<file path="src/rtl/ptimer_pkg.sv">
package ptimer_pkg;

    localparam int TIMER_W = 16;
    localparam int BYTE_W  = 8;

    typedef enum logic [2:0] {
        A_CNT_LO = 3'd0,
        A_CNT_HI = 3'd1,
        A_RLD_LO = 3'd2,
        A_RLD_HI = 3'd3,
        A_PSC_LO = 3'd4,
        A_PSC_HI = 3'd5,
        A_CTRL   = 3'd6,
        A_FLAG   = 3'd7
    } reg_addr_e;

    typedef enum logic [1:0] {
        ST_STOPPED    = 2'd0,
        ST_COUNT_UP   = 2'd1,
        ST_COUNT_DOWN = 2'd2
    } run_state_e;

endpackage

</file>
<file path="src/rtl/ptimer_prescaler.sv">
module ptimer_prescaler #(
    parameter int PSC_W = 10
) (
    input  logic             clk,
    input  logic             rst_n,
    input  logic [PSC_W-1:0] reload_val,
    input  logic             restart,
    input  logic [PSC_W-1:0] restart_val,
    output logic             tick
);
    localparam logic [PSC_W-1:0] TOP = '1;
    localparam logic [PSC_W-1:0] ONE = {{(PSC_W-1){1'b0}}, 1'b1};

    logic [PSC_W-1:0] cnt_q;
    logic             at_top;

    assign at_top = (cnt_q == TOP);
    // A restart cycle never produces a tick.
    assign tick   = at_top && !restart;

    always_ff @(posedge clk) begin
        if (!rst_n) begin
            cnt_q <= '0;
        end else if (restart) begin
            cnt_q <= restart_val;
        end else if (at_top) begin
            cnt_q <= reload_val;
        end else begin
            cnt_q <= cnt_q + ONE;
        end
    end

endmodule

</file>
<file path="src/rtl/ptimer_regs.sv">
module ptimer_regs
    import ptimer_pkg::*;
#(
    parameter int PSC_W = 10
) (
    input  logic               clk,
    input  logic               rst_n,
    input  logic               bus_wr,
    input  logic               bus_rd,
    input  logic [2:0]         bus_addr,
    input  logic [BYTE_W-1:0]  bus_wdata,
    output logic [BYTE_W-1:0]  bus_rdata,
    input  logic [TIMER_W-1:0] timer_q,
    input  logic               flag_q,
    output logic               pend_wr,
    output logic [TIMER_W-1:0] pend_val,
    output logic [TIMER_W-1:0] rld_val,
    output logic [PSC_W-1:0]   psc_reload,
    output logic               psc_restart,
    output logic [PSC_W-1:0]   psc_restart_val,
    output logic               ctrl_wr,
    output logic [1:0]         ctrl_mode,
    output logic               ctrl_dir,
    output logic               flag_clr
);
    localparam int PSC_HI_W = PSC_W - BYTE_W;
    localparam int PAD_W    = BYTE_W - PSC_HI_W;

    reg_addr_e          addr;
    logic [BYTE_W-1:0]  hi_buf_q;
    logic [BYTE_W-1:0]  hi_hold_q;
    logic [TIMER_W-1:0] rld_q;
    logic [PSC_W-1:0]   psc_q;
    logic [1:0]         mode_q;
    logic               dir_q;

    assign addr = reg_addr_e'(bus_addr);

    // Strobes and data handed to the other sub-blocks.
    assign pend_wr     = bus_wr && (addr == A_CNT_LO);
    assign pend_val    = {hi_buf_q, bus_wdata};
    assign psc_restart = bus_wr && ((addr == A_PSC_LO) || (addr == A_PSC_HI));
    assign psc_restart_val = (addr == A_PSC_LO)
                           ? {psc_q[PSC_W-1:BYTE_W], bus_wdata}
                           : {bus_wdata[PSC_HI_W-1:0], psc_q[BYTE_W-1:0]};
    assign ctrl_wr     = bus_wr && (addr == A_CTRL);
    assign ctrl_mode   = bus_wdata[1:0];
    assign ctrl_dir    = bus_wdata[2];
    assign flag_clr    = bus_wr && (addr == A_FLAG) && bus_wdata[0];
    assign rld_val     = rld_q;
    assign psc_reload  = psc_q;

    always_ff @(posedge clk) begin
        if (!rst_n) begin
            hi_buf_q  <= '0;
            hi_hold_q <= '0;
            rld_q     <= '0;
            psc_q     <= '0;
            mode_q    <= '0;
            dir_q     <= 1'b0;
        end else begin
            if (bus_rd && (addr == A_CNT_LO)) begin
                hi_hold_q <= timer_q[TIMER_W-1:BYTE_W];
            end
            if (bus_wr) begin
                case (addr)
                    A_CNT_HI: hi_buf_q <= bus_wdata;
                    A_RLD_LO: rld_q[BYTE_W-1:0] <= bus_wdata;
                    A_RLD_HI: rld_q[TIMER_W-1:BYTE_W] <= bus_wdata;
                    A_PSC_LO: psc_q <= psc_restart_val;
                    A_PSC_HI: psc_q <= psc_restart_val;
                    A_CTRL: begin
                        mode_q <= bus_wdata[1:0];
                        dir_q  <= bus_wdata[2];
                    end
                    default: ;
                endcase
            end
        end
    end

    always_comb begin
        unique case (addr)
            A_CNT_LO: bus_rdata = timer_q[BYTE_W-1:0];
            A_CNT_HI: bus_rdata = hi_hold_q;
            A_RLD_LO: bus_rdata = rld_q[BYTE_W-1:0];
            A_RLD_HI: bus_rdata = rld_q[TIMER_W-1:BYTE_W];
            A_PSC_LO: bus_rdata = psc_q[BYTE_W-1:0];
            A_PSC_HI: bus_rdata = {{PAD_W{1'b0}}, psc_q[PSC_W-1:BYTE_W]};
            A_CTRL:   bus_rdata = {5'b0, dir_q, mode_q};
            A_FLAG:   bus_rdata = {7'b0, flag_q};
            default:  bus_rdata = '0;
        endcase
    end

endmodule

</file>
<file path="src/rtl/ptimer_core.sv">
module ptimer_core
    import ptimer_pkg::*;
#(
    parameter int TW = TIMER_W
) (
    input  logic          clk,
    input  logic          rst_n,
    input  logic          tick,
    input  logic          ctrl_wr,
    input  logic [1:0]    ctrl_mode,
    input  logic          ctrl_dir,
    input  logic          pend_wr,
    input  logic [TW-1:0] pend_val,
    input  logic [TW-1:0] rld_val,
    input  logic          flag_clr,
    output logic [TW-1:0] timer_q,
    output logic          flag_q
);
    localparam logic [TW-1:0] ONE = {{(TW-1){1'b0}}, 1'b1};

    run_state_e    state_q;
    run_state_e    state_d;
    logic [TW-1:0] limit;
    logic [TW-1:0] timer_d;
    logic          wrap;
    logic [TW-1:0] pend_q;
    logic          pend_valid_q;

    // Run-state transitions: every control write decides the new state.
    always_comb begin
        state_d = state_q;
        if (ctrl_wr) begin
            if (ctrl_mode == 2'b00) begin
                state_d = ST_STOPPED;
            end else if (ctrl_dir) begin
                state_d = ST_COUNT_DOWN;
            end else begin
                state_d = ST_COUNT_UP;
            end
        end
    end

    always_ff @(posedge clk) begin
        if (!rst_n) begin
            state_q <= ST_STOPPED;
        end else begin
            state_q <= state_d;
        end
    end

    assign limit = (rld_val == '0) ? '1 : rld_val;

    // Per-state count outputs.
    always_comb begin
        timer_d = timer_q;
        wrap    = 1'b0;
        if (tick) begin
            unique case (state_q)
                ST_STOPPED: ;
                ST_COUNT_UP: begin
                    if (timer_q == limit) begin
                        timer_d = '0;
                        wrap    = 1'b1;
                    end else begin
                        timer_d = timer_q + ONE;
                    end
                end
                ST_COUNT_DOWN: begin
                    if (timer_q == '0) begin
                        timer_d = limit;
                        wrap    = 1'b1;
                    end else begin
                        timer_d = timer_q - ONE;
                    end
                end
                default: ;
            endcase
            if (pend_valid_q) begin
                timer_d = pend_q;
                wrap    = 1'b0;
            end
        end
    end

    always_ff @(posedge clk) begin
        if (!rst_n) begin
            timer_q      <= '0;
            pend_q       <= '0;
            pend_valid_q <= 1'b0;
            flag_q       <= 1'b0;
        end else begin
            timer_q <= timer_d;
            if (pend_wr) begin
                pend_q       <= pend_val;
                pend_valid_q <= 1'b1;
            end else if (tick) begin
                pend_valid_q <= 1'b0;
            end
            if (wrap) begin
                flag_q <= 1'b1;
            end else if (flag_clr) begin
                flag_q <= 1'b0;
            end
        end
    end

endmodule

</file>
<file path="src/rtl/prescaled_reload_timer.sv">
module prescaled_reload_timer
    import ptimer_pkg::*;
#(
    parameter int PSC_W = 10
) (
    input  logic               clk,
    input  logic               rst_n,
    input  logic               bus_wr,
    input  logic               bus_rd,
    input  logic [2:0]         bus_addr,
    input  logic [BYTE_W-1:0]  bus_wdata,
    output logic [BYTE_W-1:0]  bus_rdata,
    output logic [TIMER_W-1:0] timer_value,
    output logic               ovf_flag
);
    logic               psc_tick;
    logic [PSC_W-1:0]   psc_reload;
    logic               psc_restart;
    logic [PSC_W-1:0]   psc_restart_val;
    logic               pend_wr;
    logic [TIMER_W-1:0] pend_val;
    logic [TIMER_W-1:0] rld_val;
    logic               ctrl_wr;
    logic [1:0]         ctrl_mode;
    logic               ctrl_dir;
    logic               flag_clr;

    ptimer_prescaler #(.PSC_W(PSC_W)) u_psc (
        .clk         (clk),
        .rst_n       (rst_n),
        .reload_val  (psc_reload),
        .restart     (psc_restart),
        .restart_val (psc_restart_val),
        .tick        (psc_tick)
    );

    ptimer_regs #(.PSC_W(PSC_W)) u_regs (
        .clk             (clk),
        .rst_n           (rst_n),
        .bus_wr          (bus_wr),
        .bus_rd          (bus_rd),
        .bus_addr        (bus_addr),
        .bus_wdata       (bus_wdata),
        .bus_rdata       (bus_rdata),
        .timer_q         (timer_value),
        .flag_q          (ovf_flag),
        .pend_wr         (pend_wr),
        .pend_val        (pend_val),
        .rld_val         (rld_val),
        .psc_reload      (psc_reload),
        .psc_restart     (psc_restart),
        .psc_restart_val (psc_restart_val),
        .ctrl_wr         (ctrl_wr),
        .ctrl_mode       (ctrl_mode),
        .ctrl_dir        (ctrl_dir),
        .flag_clr        (flag_clr)
    );

    ptimer_core #(.TW(TIMER_W)) u_core (
        .clk       (clk),
        .rst_n     (rst_n),
        .tick      (psc_tick),
        .ctrl_wr   (ctrl_wr),
        .ctrl_mode (ctrl_mode),
        .ctrl_dir  (ctrl_dir),
        .pend_wr   (pend_wr),
        .pend_val  (pend_val),
        .rld_val   (rld_val),
        .flag_clr  (flag_clr),
        .timer_q   (timer_value),
        .flag_q    (ovf_flag)
    );

endmodule

</file>
<file path="config.mk">
export PLATFORM = sky130hd
export DESIGN_NAME = prescaled_reload_timer
export DESIGN_NICKNAME = d
export VERILOG_FILES = /design/src/rtl/ptimer_pkg.sv /design/src/rtl/ptimer_prescaler.sv /design/src/rtl/ptimer_regs.sv /design/src/rtl/ptimer_core.sv /design/src/rtl/prescaled_reload_timer.sv
export SDC_FILE = /design/constraint.sdc
export NUM_CORES = 1
export LEC_CHECK = 0
export ABC_AREA = 1
export CORE_ASPECT_RATIO = 1.1
export CORE_UTILIZATION = 55
export CTS_CLUSTER_SIZE = 8
export DETAILED_ROUTE_END_ITERATION = 8
export PLACE_DENSITY = 0.75
export REMOVE_ABC_BUFFERS = 1
export SETUP_SLACK_MARGIN = 0.3
export SLEW_MARGIN = 20
export SYNTH_ARGS = -nofsm -noshare
export SYNTH_HDL_FRONTEND = slang
export SYNTH_SLANG_ARGS = --single-unit
</file>
<file path="constraint.sdc">
create_clock -name clk -period 2.3 [get_ports clk]
set_clock_uncertainty 0.1 [all_clocks]
set_input_delay 0.46 -clock clk [delete_from_list [all_inputs] [get_ports clk]]
set_output_delay 0.46 -clock clk [all_outputs]
set_load 0.02 [all_outputs]
</file>
==> out/qor.yml <==
path_cells: "buf_6, buf_8, buf_12, nor2_4, inv_2, buf_6, o211ai_1, buf_4"
dpl_cell_area_sq_um: 6470
dieArea_sq_um: 10600
min_period_ns: 2.22
synth_top_family_by_area: "simple AND/OR/NAND/NOR gates"
worst_hold_slack_ns: 0.365
hold_end: "u_core.pend_q[3]"
grt_remaining_overflow: 0
first_iter_violations: 626
synth_compound_area_frac: 0.227
numPortBuffers: 39
ir_drop_uv: 505
drive_above_1_share: 0.230
slew_viol_final: 0
layout_common_cells: "nand2_1, a21oi_1, inv_1"
start_util: 0.566
cts_sinks: 91
synth-simple-area-share: 0.290
syn_area_per_cell_sq_um: 6.32
critPathLaunchType: "input port"
synthAdderAreaFrac: 0.0134
finalPower_mw: 3.45
clock_path_buffers: 2
grt_max_degree: 33
grt_use_total: 0.375
rsz0062_at_grt: "true"
worstReg2RegEnd: "u_core.timer_q[5]"
path_common_cell: "buf_6"
fmax_mhz: 451
numCtsBuffers: 9
slowest_delay_ns: 0.31
r2r_setup_slack_ns: 0.14
endpoint_kind: "primary output"
vias: 6503
reg2reg_depth: 15
yosysWarnings: 0
violations: "DRC"
ys_ff_latch: 91
clock_latency_ns: 0.39
cp.required_ns: 1.74
synthToLayoutAreaGrowth_pct: 29.7
fp.coreArea_sq_um: 9890
syn_inst: 886
htreeDepth: 3
crit_arrival_ns: 1.66
register_area_sq_um: 1850
final_common_cell: "nand2_1"
hp-class: "reg2reg"
die_width_microns: 98.2
outcome: "complete, but fails checks"
worstReg2RegStart: "u_regs.rld_val[0]"
leakage_nw: 3.27
cts_tree: "built"
min_from: "u_core.pend_q[3]"
ant_nets: 0
slew_headroom: 0.591
ctsRootBufferMaster: "clkbuf_8"
p_per_area_nw_per_um2: 476
syn-cell-area_sq_um: 5600
yosysUniqueCellTypes: 40
multi_input_area_sq_um: 3420
worst_pin_slew_ns: 0.613
clk_pin_slew_ns: 0.10
vias_per_cell: 5.85
min_path_cells: 2
n_fill_cell: 836
dp_hpwl_mm: 14.5
gp_congestion: 0.972
hold_viol: 0
drc_errors: 1
post-route-period-util: 0.964
final_util: 0.734
final_area_sq_um: 7260
synth_seq_area_share: 0.326
antenna_found_initial: 0
num_rows: 38
n_antenna_cell: 0
drv_cap: 0
cpMaxStageDelayCell: "o211ai_1"
fp.dieH_microns: 108
grt_pass1_vias: 5985
totalWireLength_mm: 19.9
totalNegativeSetupSlack_ns: 0
synthMuxAreaShare: 0
path_max_fanout: 4
crit_type: "in2out"
nets: 1008
drt-wirelength-per-cell_microns: 17.9
finalSetupViolCount: 0
synth_xor_area_frac: 0.0219
first_pass_iters: 7
io_pins: 40
grt_pass1_wl_mm: 30.6
cell type report:
cell class / instances / area share
Clock buffer: 9 / 0.0171
Clock inverter: 7 / 0.0112
Inverter: 106 / 0.0566
Multi-Input combinational cell: 643 / 0.471
Sequential cell: 91 / 0.254
Tap cell: 120 / 0.0207
Timing Repair Buffer: 136 / 0.169
layer usage:
| metal | share of wire | track usage |
|---|---|---|
| met1 | 0.41 | 0.468 |
| met2 | 0.48 | 0.632 |
| met3 | 0.066 | 0.0403 |
| met4 | 0.049 | 0.211 |
| met5 | 0 | 0 |
where the power goes:
group | switching [mW] | internal [mW] | total, mW
clock network | 0.669 | 0.431 | 1.10
registers | 0.0307 | 1.62 | 1.65
logic | 0.423 | 0.281 | 0.704
total | 1.12 | 2.33 | 3.45
state kept, by name (all words and copies together) (netlist names):
name                 count
u_core.pend_q           16
u_core.timer_q          16
u_regs.rld_val          16
u_psc.cnt_q             10
u_regs.psc_reload       10
u_regs.hi_buf_q          8
u_regs.hi_hold_q         8
u_core.state_q           2
u_regs.mode_q            2
u_core.flag_q            1
u_core.pend_valid_q      1
u_regs.dir_q             1
stage by stage:
| stage | setup slack [ns] | cells |
|---|---|---|
| global route | 0.0214 | 1112 |
| global placement | -0.751 | 1076 |
| detailed placement | -0.778 | 1076 |
| floorplan | 0.145 | 839 |
| finish | 0.0826 | 1112 |
| CTS | 0.163 | 1105 |
critical path: cells and delay by family:
kind / cells / cell delay [ns]
buf+inv: 6 / 0.75
simple gates: 1 / 0.14
compound gates: 1 / 0.31
timing repair:
action / 4_1_cts / 5_1_grt
hold buffers: 0 / 0
pin swaps: 19 / 29
resized for setup: 147 / 49
endpoints found under the setup margin: 47 / 32
buffers inserted: 12 / 5
cloned: 1 / 2
hold endpoints to repair: 0 / 0
kinds of logic (layout without fill, tap and decap cells):
family | Yosys count | after routing
AO/OA/AOI/OAI | 236 | 236
buffers and inverters | 153 | 258
adder cells (fa/ha/maj) | 6 | 6
XOR/XNOR | 14 | 14
flip-flops | 91 | 91
AND/OR/NAND/NOR | 386 | 387
cell usage after synthesis:
library cell / number / area (sq um)
clkbuf_2: 1 / 5.00
nand4_1: 4 / 25.0
ha_1: 6 / 75.1
o22ai_1: 9 / 56.3
dfxtp_1: 91 / 1820
nand2_2: 9 / 56.3
nand2_1: 214 / 803
xor2_1: 12 / 105
nand4_2: 1 / 12.5
clkbuf_4: 2 / 15.0
a21oi_2: 2 / 17.5
xnor2_1: 2 / 17.5
a221oi_1: 4 / 35.0
buf_6: 6 / 67.6
nor3_2: 3 / 30.0
buf_2: 6 / 30.0
nor4_1: 1 / 6.26
o2111ai_1: 1 / 8.76
a211oi_1: 1 / 7.51
nor2_1: 86 / 323
o21ai_0: 70 / 350
buf_1: 1 / 3.75
a2bb2oi_1: 1 / 8.76
clkbuf_1: 25 / 93.8
nor2_2: 4 / 25.0
inv_2: 1 / 3.75
nor3b_1: 3 / 22.5
nor3_1: 12 / 60.1
a21oi_1: 126 / 631
buf_4: 2 / 15.0
nand3_2: 2 / 20.0
o211ai_1: 9 / 67.6
nand3b_1: 1 / 7.51
inv_1: 105 / 394
clkbuf_8: 4 / 55.1
nand3_1: 46 / 230
o31ai_1: 2 / 15.0
o221ai_1: 1 / 8.76
a2111oi_0: 1 / 8.76
a31oi_1: 9 / 56.3
worst max-delay path by stage:
| stage | startpoint | endpoint | slack, ns | depth (start not counted) |
|---|---|---|---|---|
| finish | bus_addr[0] | bus_rdata[3] | 0.08 | 8 |
| global route | u_regs.rld_val[0] | u_core.timer_q[13] | 0.02 | 15 |
| CTS | bus_addr[0] | bus_rdata[6] | 0.16 | 8 |
| detailed placement | bus_addr[2] | bus_rdata[6] | -0.78 | 7 |
| global placement | bus_addr[0] | bus_rdata[6] | -0.75 | 9 |
| floorplan | bus_addr[1] | u_psc.cnt_q[9] | 0.14 | 10 |
Note: power is estimated with default switching activity, not from simulation.
